`config.mk`:
```
export PLATFORM = sky130hd
export DESIGN_NAME = ocp_retry_ctrl
export DESIGN_NICKNAME = d
export VERILOG_FILES = /design/src/rtl/ocp_pkg.sv /design/src/rtl/ocp_deglitch.sv /design/src/rtl/ocp_bridge_monitor.sv /design/src/rtl/ocp_retry_timer.sv /design/src/rtl/ocp_retry_ctrl.sv
export SDC_FILE = /design/constraint.sdc
export NUM_CORES = 1
export LEC_CHECK = 0
export BUFFER_PORTS_ARGS = -buffer_cell sky130_fd_sc_hd__buf_2
export CORE_MARGIN = 2
export CORE_UTILIZATION = 58
export DETAILED_ROUTE_END_ITERATION = 8
export GPL_ROUTABILITY_DRIVEN = 0
export GPL_TIMING_DRIVEN = 0
export HOLD_SLACK_MARGIN = 0.12
export PLACE_DENSITY = 0.81
export REMOVE_ABC_BUFFERS = 1
export SYNTH_ARGS = -nofsm -noshare
export SYNTH_HDL_FRONTEND = slang
export SYNTH_HIERARCHICAL = 1
export SYNTH_SLANG_ARGS = --single-unit
```
`constraint.sdc`:
```
create_clock -name clk_i -period 2.16 [get_ports clk_i]
set_input_delay 0.324 -clock clk_i [delete_from_list [all_inputs] [get_ports clk_i]]
set_output_delay 0.324 -clock clk_i [all_outputs]
set_load 0.01 [all_outputs]
```
`src/rtl/ocp_pkg.sv`:
```
package ocp_pkg;
  typedef enum logic {
    BR_RUN  = 1'b0,
    BR_HOLD = 1'b1
  } br_state_e;
endpackage

```
`src/rtl/ocp_deglitch.sv`:
```
module ocp_deglitch #(
  parameter int DEGLITCH_CYC = 3
) (
  input  logic clk_i,
  input  logic rst_ni,
  input  logic clr_i,
  input  logic ilim_i,
  output logic trip_o
);
  localparam int CW = (DEGLITCH_CYC < 1) ? 1 : $clog2(DEGLITCH_CYC + 1);
  localparam logic [CW-1:0] CNT_MAX = CW'(DEGLITCH_CYC);

  logic [CW-1:0] cnt_q;

  always_ff @(posedge clk_i or negedge rst_ni) begin
    if (!rst_ni)                cnt_q <= '0;
    else if (clr_i || !ilim_i)  cnt_q <= '0;
    else if (cnt_q != CNT_MAX)  cnt_q <= cnt_q + 1'b1;
  end

  // qualified on the sample after DEGLITCH_CYC consecutive highs
  assign trip_o = ilim_i && !clr_i && (cnt_q == CNT_MAX);

  p_cnt_clear_r8: assert property (@(posedge clk_i) disable iff (!rst_ni)
    (!ilim_i || clr_i) |=> (cnt_q == '0));
  p_cnt_bound_r1: assert property (@(posedge clk_i) disable iff (!rst_ni)
    cnt_q <= CNT_MAX);
endmodule

```
`src/rtl/ocp_bridge_monitor.sv`:
```
module ocp_bridge_monitor #(
  parameter int FETS_PER_BRIDGE = 4,
  parameter int DEGLITCH_CYC    = 3
) (
  input  logic                       clk_i,
  input  logic                       rst_ni,
  input  logic                       active_i,
  input  logic [FETS_PER_BRIDGE-1:0] ilim_i,
  input  logic                       sense_ov_i,
  output logic                       trip_o
);
  logic [FETS_PER_BRIDGE-1:0] fet_trip;

  for (genvar f = 0; f < FETS_PER_BRIDGE; f++) begin : g_fet
    ocp_deglitch #(.DEGLITCH_CYC(DEGLITCH_CYC)) u_dg (
      .clk_i  (clk_i),
      .rst_ni (rst_ni),
      .clr_i  (!active_i),
      .ilim_i (ilim_i[f]),
      .trip_o (fet_trip[f])
    );
  end

  // detection blanked while the bridge is held off
  assign trip_o = active_i && ((|fet_trip) || sense_ov_i);

  p_blank_r9: assert property (@(posedge clk_i) disable iff (!rst_ni)
    !active_i |-> !trip_o);
  p_sense_trip_r2: assert property (@(posedge clk_i) disable iff (!rst_ni)
    (active_i && sense_ov_i) |-> trip_o);
endmodule

```
`src/rtl/ocp_retry_timer.sv`:
```
module ocp_retry_timer
  import ocp_pkg::*;
#(
  parameter int RETRY_CYC = 64
) (
  input  logic clk_i,
  input  logic rst_ni,
  input  logic shut_i,
  output logic en_o,
  output logic retry_o
);
  localparam int TW = (RETRY_CYC < 2) ? 1 : $clog2(RETRY_CYC);
  localparam logic [TW-1:0] LOAD = TW'(RETRY_CYC - 1);

  br_state_e state_q;
  logic [TW-1:0] tmr_q;

  always_ff @(posedge clk_i or negedge rst_ni) begin
    if (!rst_ni) begin
      state_q <= BR_RUN;
      tmr_q   <= '0;
    end else begin
      case (state_q)
        BR_RUN: if (shut_i) begin
          state_q <= BR_HOLD;
          tmr_q   <= LOAD;
        end
        BR_HOLD: begin
          if (tmr_q == '0) state_q <= BR_RUN;
          else             tmr_q   <= tmr_q - 1'b1;
        end
        default: state_q <= BR_RUN;
      endcase
    end
  end

  assign en_o    = (state_q == BR_RUN);
  assign retry_o = (state_q == BR_HOLD);

  p_load_r5: assert property (@(posedge clk_i) disable iff (!rst_ni)
    (shut_i && state_q == BR_RUN) |=> (!en_o && tmr_q == LOAD));
  p_release_r5: assert property (@(posedge clk_i) disable iff (!rst_ni)
    (state_q == BR_HOLD && tmr_q == '0) |=> en_o);
  p_no_early_r9: assert property (@(posedge clk_i) disable iff (!rst_ni)
    (state_q == BR_HOLD && tmr_q != '0) |=> !en_o);
endmodule

```
`src/rtl/ocp_retry_ctrl.sv`:
```
module ocp_retry_ctrl #(
  parameter int NUM_BRIDGES     = 2,
  parameter int FETS_PER_BRIDGE = 4,
  parameter int DEGLITCH_CYC    = 3,
  parameter int RETRY_CYC       = 64
) (
  input  logic                                   clk_i,
  input  logic                                   rst_ni,
  input  logic                                   global_mode_i,
  input  logic [NUM_BRIDGES*FETS_PER_BRIDGE-1:0] ilim_i,
  input  logic [NUM_BRIDGES-1:0]                 sense_ov_i,
  output logic [NUM_BRIDGES-1:0]                 bridge_en_o,
  output logic                                   fault_no
);
  logic [NUM_BRIDGES-1:0] trip;
  logic [NUM_BRIDGES-1:0] shut;
  logic [NUM_BRIDGES-1:0] retry;
  logic                   any_trip;

  assign any_trip = |trip;

  for (genvar b = 0; b < NUM_BRIDGES; b++) begin : g_br
    ocp_bridge_monitor #(
      .FETS_PER_BRIDGE (FETS_PER_BRIDGE),
      .DEGLITCH_CYC    (DEGLITCH_CYC)
    ) u_mon (
      .clk_i      (clk_i),
      .rst_ni     (rst_ni),
      .active_i   (bridge_en_o[b]),
      .ilim_i     (ilim_i[b*FETS_PER_BRIDGE +: FETS_PER_BRIDGE]),
      .sense_ov_i (sense_ov_i[b]),
      .trip_o     (trip[b])
    );

    assign shut[b] = global_mode_i ? any_trip : trip[b];

    ocp_retry_timer #(.RETRY_CYC(RETRY_CYC)) u_tmr (
      .clk_i   (clk_i),
      .rst_ni  (rst_ni),
      .shut_i  (shut[b]),
      .en_o    (bridge_en_o[b]),
      .retry_o (retry[b])
    );

    p_local_trip_r4: assert property (@(posedge clk_i) disable iff (!rst_ni)
      trip[b] |=> !bridge_en_o[b]);
  end

  assign fault_no = ~|retry;

  p_global_r3: assert property (@(posedge clk_i) disable iff (!rst_ni)
    (global_mode_i && any_trip) |=> (bridge_en_o == '0));
  p_fault_low_r6: assert property (@(posedge clk_i) disable iff (!rst_ni)
    any_trip |=> !fault_no);
  p_fault_high_r6: assert property (@(posedge clk_i) disable iff (!rst_ni)
    (&bridge_en_o) |-> fault_no);
endmodule

```
# After elaboration in Yosys (flattened, before gate mapping)
# Index checks and enable logic that the tools add are counted.
dict set report classes {
  eq_ne 20
  n_reduce_logical 55
  addsub 10
  mux 30
  bitwise 2
}
# op n
set op_table {}
lappend op_table {{$mux W2} 16}
lappend op_table {{$mux W6} 4}
lappend op_table {{$pmux W6 S2} 2}
lappend op_table {{$ne A2 B2 Y1 const B} 10}
lappend op_table {{$logic_and A1 B1 Y1} 18}
lappend op_table {{$add A2 B1 Y2 const B} 8}
lappend op_table {{$eq A2 B2 Y1 const B} 8}
lappend op_table {{$reduce_bool A2 Y1} 8}
lappend op_table {{$logic_not A6 Y1} 2}
lappend op_table {{$sub A6 B1 Y6 const B} 2}
lappend op_table {{$logic_not A1 Y1} 11}
lappend op_table {{$logic_or A1 B1 Y1} 10}
lappend op_table {{$reduce_or A4 Y1} 2}
lappend op_table {{$mux W1} 6}
lappend op_table {{$ne A2 B1 Y1 const B} 2}
lappend op_table {{$pmux W1 S2} 2}
lappend op_table {{$reduce_and A2 Y1} 2}
lappend op_table {{$reduce_or A2 Y1} 2}
lappend op_table {{$not A1 Y1} 2}
dict set report totals {
  register_bits 30
  out_inout_bits 3
  inputBits 13
  elab_cells 129
}

# Depth between registers and ports, before layout
# Gate-level depths: netlist (run 1).
dict set report depth {
  word_depth 10
  mapped_depth 10
  ltp_nobuf 10
}

# Hierarchy
# The synthesis (run 1) kept the hierarchy.
# module seq_area_each_um2 cells_per_inst area_each_um2 n_inst
set modules_own_cells {}
lappend modules_own_cells {ocp_deglitch 50.0 10 102.6 8}
lappend modules_own_cells {ocp_retry_timer 175.2 37 396.6 2}
lappend modules_own_cells {ocp_bridge_monitor 0.0 4 17.5 2}
lappend modules_own_cells {ocp_retry_ctrl 0.0 3 18.8 1}

# Least setup slack after synthesis (run 1)
# Ideal clock, no wire load.
dict set report synth_path {
  path_type {reg2reg}
  start {register g_br[0].u_tmr.state_q}
  end {register g_br[1].u_tmr.tmr_q[0]}
  arrival_ps 1741
  setup_time_ps 125
  n_path_buf 0
  path_slack_ps 294
  stages_incl_launch_ff 11
  cell_sequence {dfrtp_1 > inv_1 > inv_1 > nand2b_1 > nor2_1 > nor3_1 > a21oi_1 > a21o_1 > nor2_1 > a31oi_2 > mux2_4}
}
# element line
set synth_rtl {}
lappend synth_rtl {{start, declared} ocp_retry_timer.sv:15} ;# br_state_e state_q;
lappend synth_rtl {{start signal, assigned} ocp_retry_timer.sv:20} ;# state_q <= BR_RUN;
lappend synth_rtl {{start signal, assigned} ocp_retry_timer.sv:25} ;# state_q <= BR_HOLD;
lappend synth_rtl {{start signal, assigned} ocp_retry_timer.sv:29} ;# if (tmr_q == '0) state_q <= BR_RUN;
lappend synth_rtl {{$not A1 Y1} ocp_retry_timer.sv:37} ;# assign en_o = (state_q == BR_RUN);
lappend synth_rtl {{net bridge_en_o[0]} ocp_retry_ctrl.sv:12} ;# output logic [NUM_BRIDGES-1:0] bridge_en_o,
lappend synth_rtl {{$logic_and A1 B1 Y1} ocp_bridge_monitor.sv:25} ;# assign trip_o = active_i && ((|fet_trip) || sense_ov_i);
lappend synth_rtl {{net trip[0]} ocp_retry_ctrl.sv:15} ;# logic [NUM_BRIDGES-1:0] trip;
lappend synth_rtl {{$reduce_or A2 Y1} ocp_retry_ctrl.sv:20} ;# assign any_trip = |trip;
lappend synth_rtl {{$mux W1} ocp_retry_ctrl.sv:35} ;# assign shut[b] = global_mode_i ? any_trip : trip[b];
lappend synth_rtl {{net shut[1]} ocp_retry_ctrl.sv:16} ;# logic [NUM_BRIDGES-1:0] shut;
lappend synth_rtl {{$ne A2 B1 Y1 (no source line)} n/a}
lappend synth_rtl {{$reduce_and A2 Y1 (no source line)} n/a}
lappend synth_rtl {{end signal, assigned} ocp_retry_timer.sv:30} ;# else tmr_q <= tmr_q - 1'b1;
lappend synth_rtl {{end, declared} ocp_retry_timer.sv:16} ;# logic [TW-1:0] tmr_q;
# The timed path passes the listed nets, and every way through them passes these cells.
# A chain may end at the register's enable or synchronous reset.

# Worst setup path after layout (run 1)
dict set report layout_path {
  start {register g_br[1].u_tmr.state_q}
  end {register g_br[0].u_tmr.tmr_q[0]}
}
dict set report layout_via {
  elab_chain_cells 10
}
# element line
set layout_lines {}
lappend layout_lines {{start, declared} ocp_retry_timer.sv:15}
lappend layout_lines {{start signal, assigned} ocp_retry_timer.sv:20}
lappend layout_lines {{start signal, assigned} ocp_retry_timer.sv:25}
lappend layout_lines {{start signal, assigned} ocp_retry_timer.sv:29}
lappend layout_lines {{$logic_not A1 Y1} ocp_deglitch.sv:22} ;# assign trip_o = ilim_i && !clr_i && (cnt_q == CNT_MAX);
lappend layout_lines {{$logic_and A1 B1 Y1 (2 in series)} ocp_deglitch.sv:22}
lappend layout_lines {{net g_br[1].u_mon.fet_trip[2]} ocp_bridge_monitor.sv:12} ;# logic [FETS_PER_BRIDGE-1:0] fet_trip;
lappend layout_lines {{$reduce_or A4 Y1} ocp_bridge_monitor.sv:25}
lappend layout_lines {{$logic_or A1 B1 Y1} ocp_bridge_monitor.sv:25}
lappend layout_lines {{$logic_and A1 B1 Y1} ocp_bridge_monitor.sv:25}
lappend layout_lines {{net trip[1]} ocp_retry_ctrl.sv:15}
lappend layout_lines {{$reduce_or A2 Y1} ocp_retry_ctrl.sv:20}
lappend layout_lines {{$mux W1} ocp_retry_ctrl.sv:35}
lappend layout_lines {{net shut[0]} ocp_retry_ctrl.sv:16}
lappend layout_lines {{$ne A2 B1 Y1 (no source line)} n/a}
lappend layout_lines {{$reduce_and A2 Y1 (no source line)} n/a}
lappend layout_lines {{end signal, assigned} ocp_retry_timer.sv:30}
lappend layout_lines {{end, declared} ocp_retry_timer.sv:16}
# The timed path passes the listed nets, and every way through them passes these cells.

==> flow_summary.toml, run 1 <==
[detailed_routing]
route.detailed.drc = 0
ant_nets = 0
wl_per_cell_um = 13.4
drt_wl_total_mm = 3.00
drt_iter0_markers = 32
drtPass1Iterations = 5
vias_per_cell = 5.60
vias = 1255

[clocking]
insertion_delay_ps = 320
cts-root-buf = "clkbuf_4"
cts.sinks = 30
cts_max_level = 2
cts_tree = "done"
clockBufferDepth = 2
cts-buffers-inserted = 5
path_clk_slew_ps = 80

[synthesis]
yosys_warnings = 6
syn_inst = 165
yosys.area_share.simple_pct = 18.2
synth_compound_area_share_pct = 13.4
async_flop_share_pct = 100
yosysUniqueCellTypes = 25
syn_area_per_cell_um2 = 10.1
synth_xor_area_share_pct = 4.20
synth_top_family_by_area = "simple AND/OR/NAND/NOR gates"
yosysSeqAreaShare_pct = 45.0
synthMuxAreaShare_pct = 6.60
ys_ff_latch = 30
synth-edff-count = 0
synth_fa_ha_area_share_pct = 9.00
synth_area_um2 = 1670
synth_ff_type = "dfrtp_1"

[placed_design]
port_buffers = 15
dpl.hpwl_mm = 2.23

[grt]
grt-ovfl-total = 0
grt_pass1_vias = 1287
grt_max_degree = 31
antenna_found_initial = 0
grt_pass1_wl_mm = 5.33
gr-usage-all-layers_pct = 21.5

[power_and_ir_drop]
power_leakage_nw = 0.954
power_mw = 1.98
ir_worst_vdd_mv = 0.934
p_per_area_nw_per_um2 = 1050

[final_layout]
diodes = 0
area_growth_syn_to_layout_pct = 13.0
multi_input_area_um2 = 865
final_core_util_pct = 68.9
fin_nets = 218
nFillCells = 220
drive_gt1_share_pct = 18.7
regArea_um2 = 753

[floorplanning]
die_h_um = 57.6
rows = 19
io_pins = 16
fp.dieW_um = 57.6
start_util_pct = 61.0
core_area_um2 = 2730
die_area_um2 = 3320

[timing]
finalSetupViolations = 0
fin_crit_sh_pct = 91.5
skew_ps = 3.46
worst_pin_slew_ps = 658
tns_ps = 0
slew_viol_final = 0
hold_violations = 0
relSlewSlack_pct = 56.1
grt_setup_unrepaired = "no"
fmax_mhz = 506
min_period_ps = 1980

[setup_path]
startpoint_type = "flip-flop"
critical_path_peak_fanout = 8
endpoint_kind = "flip-flop"
worstPathArrival_ps = 2190
crit_required_ps = 2370
critical_path_class = "reg2reg"

[run]
max_cap_viol_count = 0

[worst_hold_path]
min_path_type = "in2reg"

[outcome]
outcome = "completed"
[area by class of cell]
cell class                 count  area share, %
timing repair buffer          21           6.51
inverter                      16           3.19
sequential                    30           40.0
tap                           31           2.06
clock buffer                   7           2.39
multi-input combinational    119           45.9
[per-stage QoR]
stage	worst slack [ps]	hold WS (ps)	area [µm²]	std cells
2_1_floorplan	294	28.4	1670	165
3_3_place_gp	82.8	381	1780	211
3_5_place_dp	27.0	386	1780	211
4_1_cts	9.22	267	1840	219
5_1_grt	6.71	230	1880	224
6_report	184	251	1880	224
[logic make-up (layout without fill, tap and decap cells)]
kind of cell               count (synthesis)  in the layout
AOI/OAI and AO/OA                         30             30
and+or+nand+nor                           59             59
muxes                                     10             10
buffers and inverters                     16             44
DFF                                       30             30
adders and majority gates                 12             12
xor gates and xnor gates                   8              8
[critical path, stage by stage (launching register included)]
cell	delay, ps
dfrtp_2	460
inv_2	90
inv_1	140
nand2b_1	160
nor2_1	50
nor3_1	160
a21oi_1	110
a21o_1	230
nor2_1	120
a31oi_2	70
mux2_4	270
[worst paths after layout]
kind | slack, ps | end | from | cells after the start
max | 180 | g_br[0].u_tmr/tmr_q[0] | g_br[1].u_tmr/retry_o | 10
min | 250 | g_br[1].u_mon/g_fet[3].u_dg/cnt_q[0] | ilim_i[7] | 3
max reg2reg | 180 | g_br[0].u_tmr/tmr_q[0] | g_br[1].u_tmr/retry_o | 10
min reg2reg | 540 | g_br[1].u_tmr/tmr_q[5] | g_br[1].u_tmr/tmr_q[0] | 2
max in group asynchronous | 1130 | g_br[0].u_tmr/retry_o | rst_ni | 2
min in group asynchronous | 560 | g_br[1].u_mon/g_fet[3].u_dg/cnt_q[0] | rst_ni | 2
[Yosys cell counts, drive strengths merged, types with 4 or more instances]
master  instances  area share (%)
ha             12             9.0
mux2i           8             4.8
nand2b         10             3.8
nor3            4             1.2
inv            16             3.6
xor2            8             4.2
nand2           4            0.90
nor2           33             7.4
dfrtp          30              45
a21oi           6             1.8
a21o            4             1.8
o31ai           4             1.8
[per-layer routing]
metal / global-route usage [%] / vias to the layer above / wire, µm
met1: 23.4 / 604 / 1220
met4: 7.97 / 0 / 35
met5: 0 / - / 0
met3: 8.26 / 4 / 142
met2: 37.8 / 22 / 1610
li1: - / 625 / -
[registers in the layout (all words and copies together) (netlist names)]
register                     count
g_br.u_tmr/tmr_q                12
g_br.u_tmr/retry_o               2
g_br.u_mon/g_fet.u_dg/cnt_q     16
[where the power goes]
group	leakage, nW	switching [mW]	total (mW)	internal (mW)
clock network	0.0254	0.172	0.294	0.122
logic	0.549	0.370	0.739	0.370
registers	0.379	0.216	0.945	0.729
[layout by cell type, fill, tap and decap left out, drive strengths merged, types with 4 or more instances in the layout]
master / n
nor2: 33
dfrtp: 30
buf: 20
inv: 16
ha: 12
nand2b: 10
mux2i: 8
xor2: 8
clkbuf: 7
a21oi: 6
a21o: 4
nor3: 4
nand2: 4
o31ai: 4
[timing repair]
item | 4_1_cts | 5_1_grt
endpoints found under the hold margin | 30 | 0
setup endpoints to repair | 0 | 12
hold buffers | 1 | 0
setup buffers | 0 | 5
gates resized for setup | 0 | 5
Note: power is estimated with default switching activity, not from simulation.
==> run 2, diff against run 1 <==
--- a/config.mk
+++ b/config.mk
@@ -12,6 +12,7 @@
 export GPL_ROUTABILITY_DRIVEN = 0
 export GPL_TIMING_DRIVEN = 0
 export HOLD_SLACK_MARGIN = 0.12
+export MAX_ROUTING_LAYER = met4
 export PLACE_DENSITY = 0.81
 export REMOVE_ABC_BUFFERS = 1
 export SYNTH_ARGS = -nofsm -noshare
==> flow_summary.toml, run 2 (synthesized netlist as in run 1, its figures left out) <==
[timing]
slew_viol_final = 0
skew_ps = 4.83
fmax_mhz = 507
relSlewSlack_pct = 56.7
fin_crit_sh_pct = 91.3
min_period_ps = 1970
tns_ps = 0
grt_setup_unrepaired = "no"
hold_violations = 0
holdWs_ps = 251
finalSetupViolations = 0
worst_pin_slew_ps = 650

[power_and_ir_drop]
ir_worst_vdd_mv = 0.930
p_comb_share_pct = 37.4
power_mw = 1.98
intPower_mw = 1.22
swShare_pct = 38.2
p_per_area_nw_per_um2 = 1050
power_leakage_nw = 0.954
power.switching_uw = 755
p_clk_share_pct = 14.9
p_seq_share_pct = 47.8

[grt]
grt_pass1_wl_mm = 5.35
antenna_found_initial = 0
grt_max_degree = 31
gr-usage-all-layers_pct = 22.2
grt_pass1_vias = 1285
grt-ovfl-total = 0

[clocking]
cts.sinks = 30
insertion_delay_ps = 330
cts-root-buf = "clkbuf_4"
path_clk_slew_ps = 80
cts_tree = "done"
cts-buffers-inserted = 5
clockBufferDepth = 2
cts_max_level = 2

[final_layout]
regArea_um2 = 753
layout_commonest_cell = "nor2_1"
largest_reg_flops = 16
largest-register = "g_br.u_mon/g_fet.u_dg/cnt_q"
drive_gt1_share_pct = 18.7
area_growth_syn_to_layout_pct = 13.0
layout_common_cells = "nor2_1, dfrtp_1, buf_2"
final_core_util_pct = 68.9
nFillCells = 220
fin_nets = 218
diodes = 0
multi_input_area_um2 = 865

[setup_path]
critical_path_class = "reg2reg"
slowest_delay_ps = 460
critPathMostFrequentCell = "nor2_1"
critical_path_peak_fanout = 8
crit_buf_inv = 2
crit_required_ps = 2370
crit_chain = "inv_2 -> inv_1 -> nand2b_1 -> nor2_1 -> nor3_1 -> a21oi_1 -> a21o_1 -> nor2_1 -> a31oi_2 -> mux2_4"
endpoint_kind = "flip-flop"
cpMaxStageDelayCell = "dfrtp_2"
crit_family = "simple AND/OR/NAND/NOR gates"
worstPathArrival_ps = 2190
startpoint_type = "flip-flop"

[detailed_routing]
vias_per_cell = 5.59
route.detailed.drc = 0
drt_iter0_markers = 30
drt_wl_total_mm = 2.96
drtPass1Iterations = 4
ant_nets = 0
wl_per_cell_um = 13.2
vias = 1252

[floorplanning]
die_area_um2 = 3320
core_area_um2 = 2730
fp.dieW_um = 57.6
io_pins = 16
die_h_um = 57.6
rows = 19
start_util_pct = 61.0

[run]
max_cap_viol_count = 0

[placed_design]
dpl.hpwl_mm = 2.23
port_buffers = 15

[worst_hold_path]
min_path_type = "in2reg"

[outcome]
outcome = "completed"
run 2: cell counts in the layout (fill, tap and decap cells not counted):
Identical to the previous run, type by type.
run 2: stage by stage:
stage | area, µm² | instances | setup WS, ps
final | 1880 | 224 | 187
after CTS | 1840 | 219 | 9.22
after global routing | 1880 | 224 | 6.71
after global placement | 1780 | 211 | 82.8
after floorplan | 1670 | 165 | 294
after detailed placement | 1780 | 211 | 27.0
run 2: final cells by class:
cell class	count	area share, %
tap	31	2.06
inverter	16	3.19
multi-input combinational	119	45.9
clock buffer	7	2.39
sequential	30	40.0
timing repair buffer	21	6.51
run 2: power groups by stage:
stage	registers (mW)	clock network (mW)	logic [mW]
floorplan	0.907	0	0.566
CTS	0.942	0.313	0.707
global route	0.977	0.346	0.839
global placement	0.941	0	0.661
detailed placement	0.952	0	0.701
finish	0.944	0.294	0.739
run 2: what timing repair did:
action,in CTS,in global routing
buffers inserted,0,5
hold buffers,1,0
hold endpoints to repair,30,0
setup endpoints to repair,0,12
gates resized for setup,0,5
run 2: per-layer routing:
metal,track usage [%],up-vias,share of wire [%]
li1,-,625,-
met1,23.5,589,40
met2,37.8,33,53
met3,8.26,5,5.1
met4,7.97,0,1.8
met5,-,-,0
run 2: path summary, 6_finish.rpt:
path                            slack [ps]              startpoint  depth (start not counted)                              endpoint
worst max-delay path                   190   g_br[1].u_tmr/retry_o                         10                g_br[0].u_tmr/tmr_q[0]
worst min-delay path                   250               ilim_i[7]                          3  g_br[1].u_mon/g_fet[3].u_dg/cnt_q[0]
worst max register to register         190   g_br[1].u_tmr/retry_o                         10                g_br[0].u_tmr/tmr_q[0]
worst min register to register         540  g_br[1].u_tmr/tmr_q[0]                          2                g_br[1].u_tmr/tmr_q[5]
max in group asynchronous             1140                  rst_ni                          2                 g_br[0].u_tmr/retry_o
min in group asynchronous              550                  rst_ni                          2  g_br[1].u_mon/g_fet[3].u_dg/cnt_q[0]
run 2: worst reg2reg max path, delay by kind of cell, from the launching register on:
family / cells / cell delay [ps]
flip-flops: 1 / 460
buffers and inverters: 2 / 220
AO/OA/AOI/OAI: 3 / 410
multiplexers: 1 / 270
AND/OR/NAND/NOR: 4 / 490
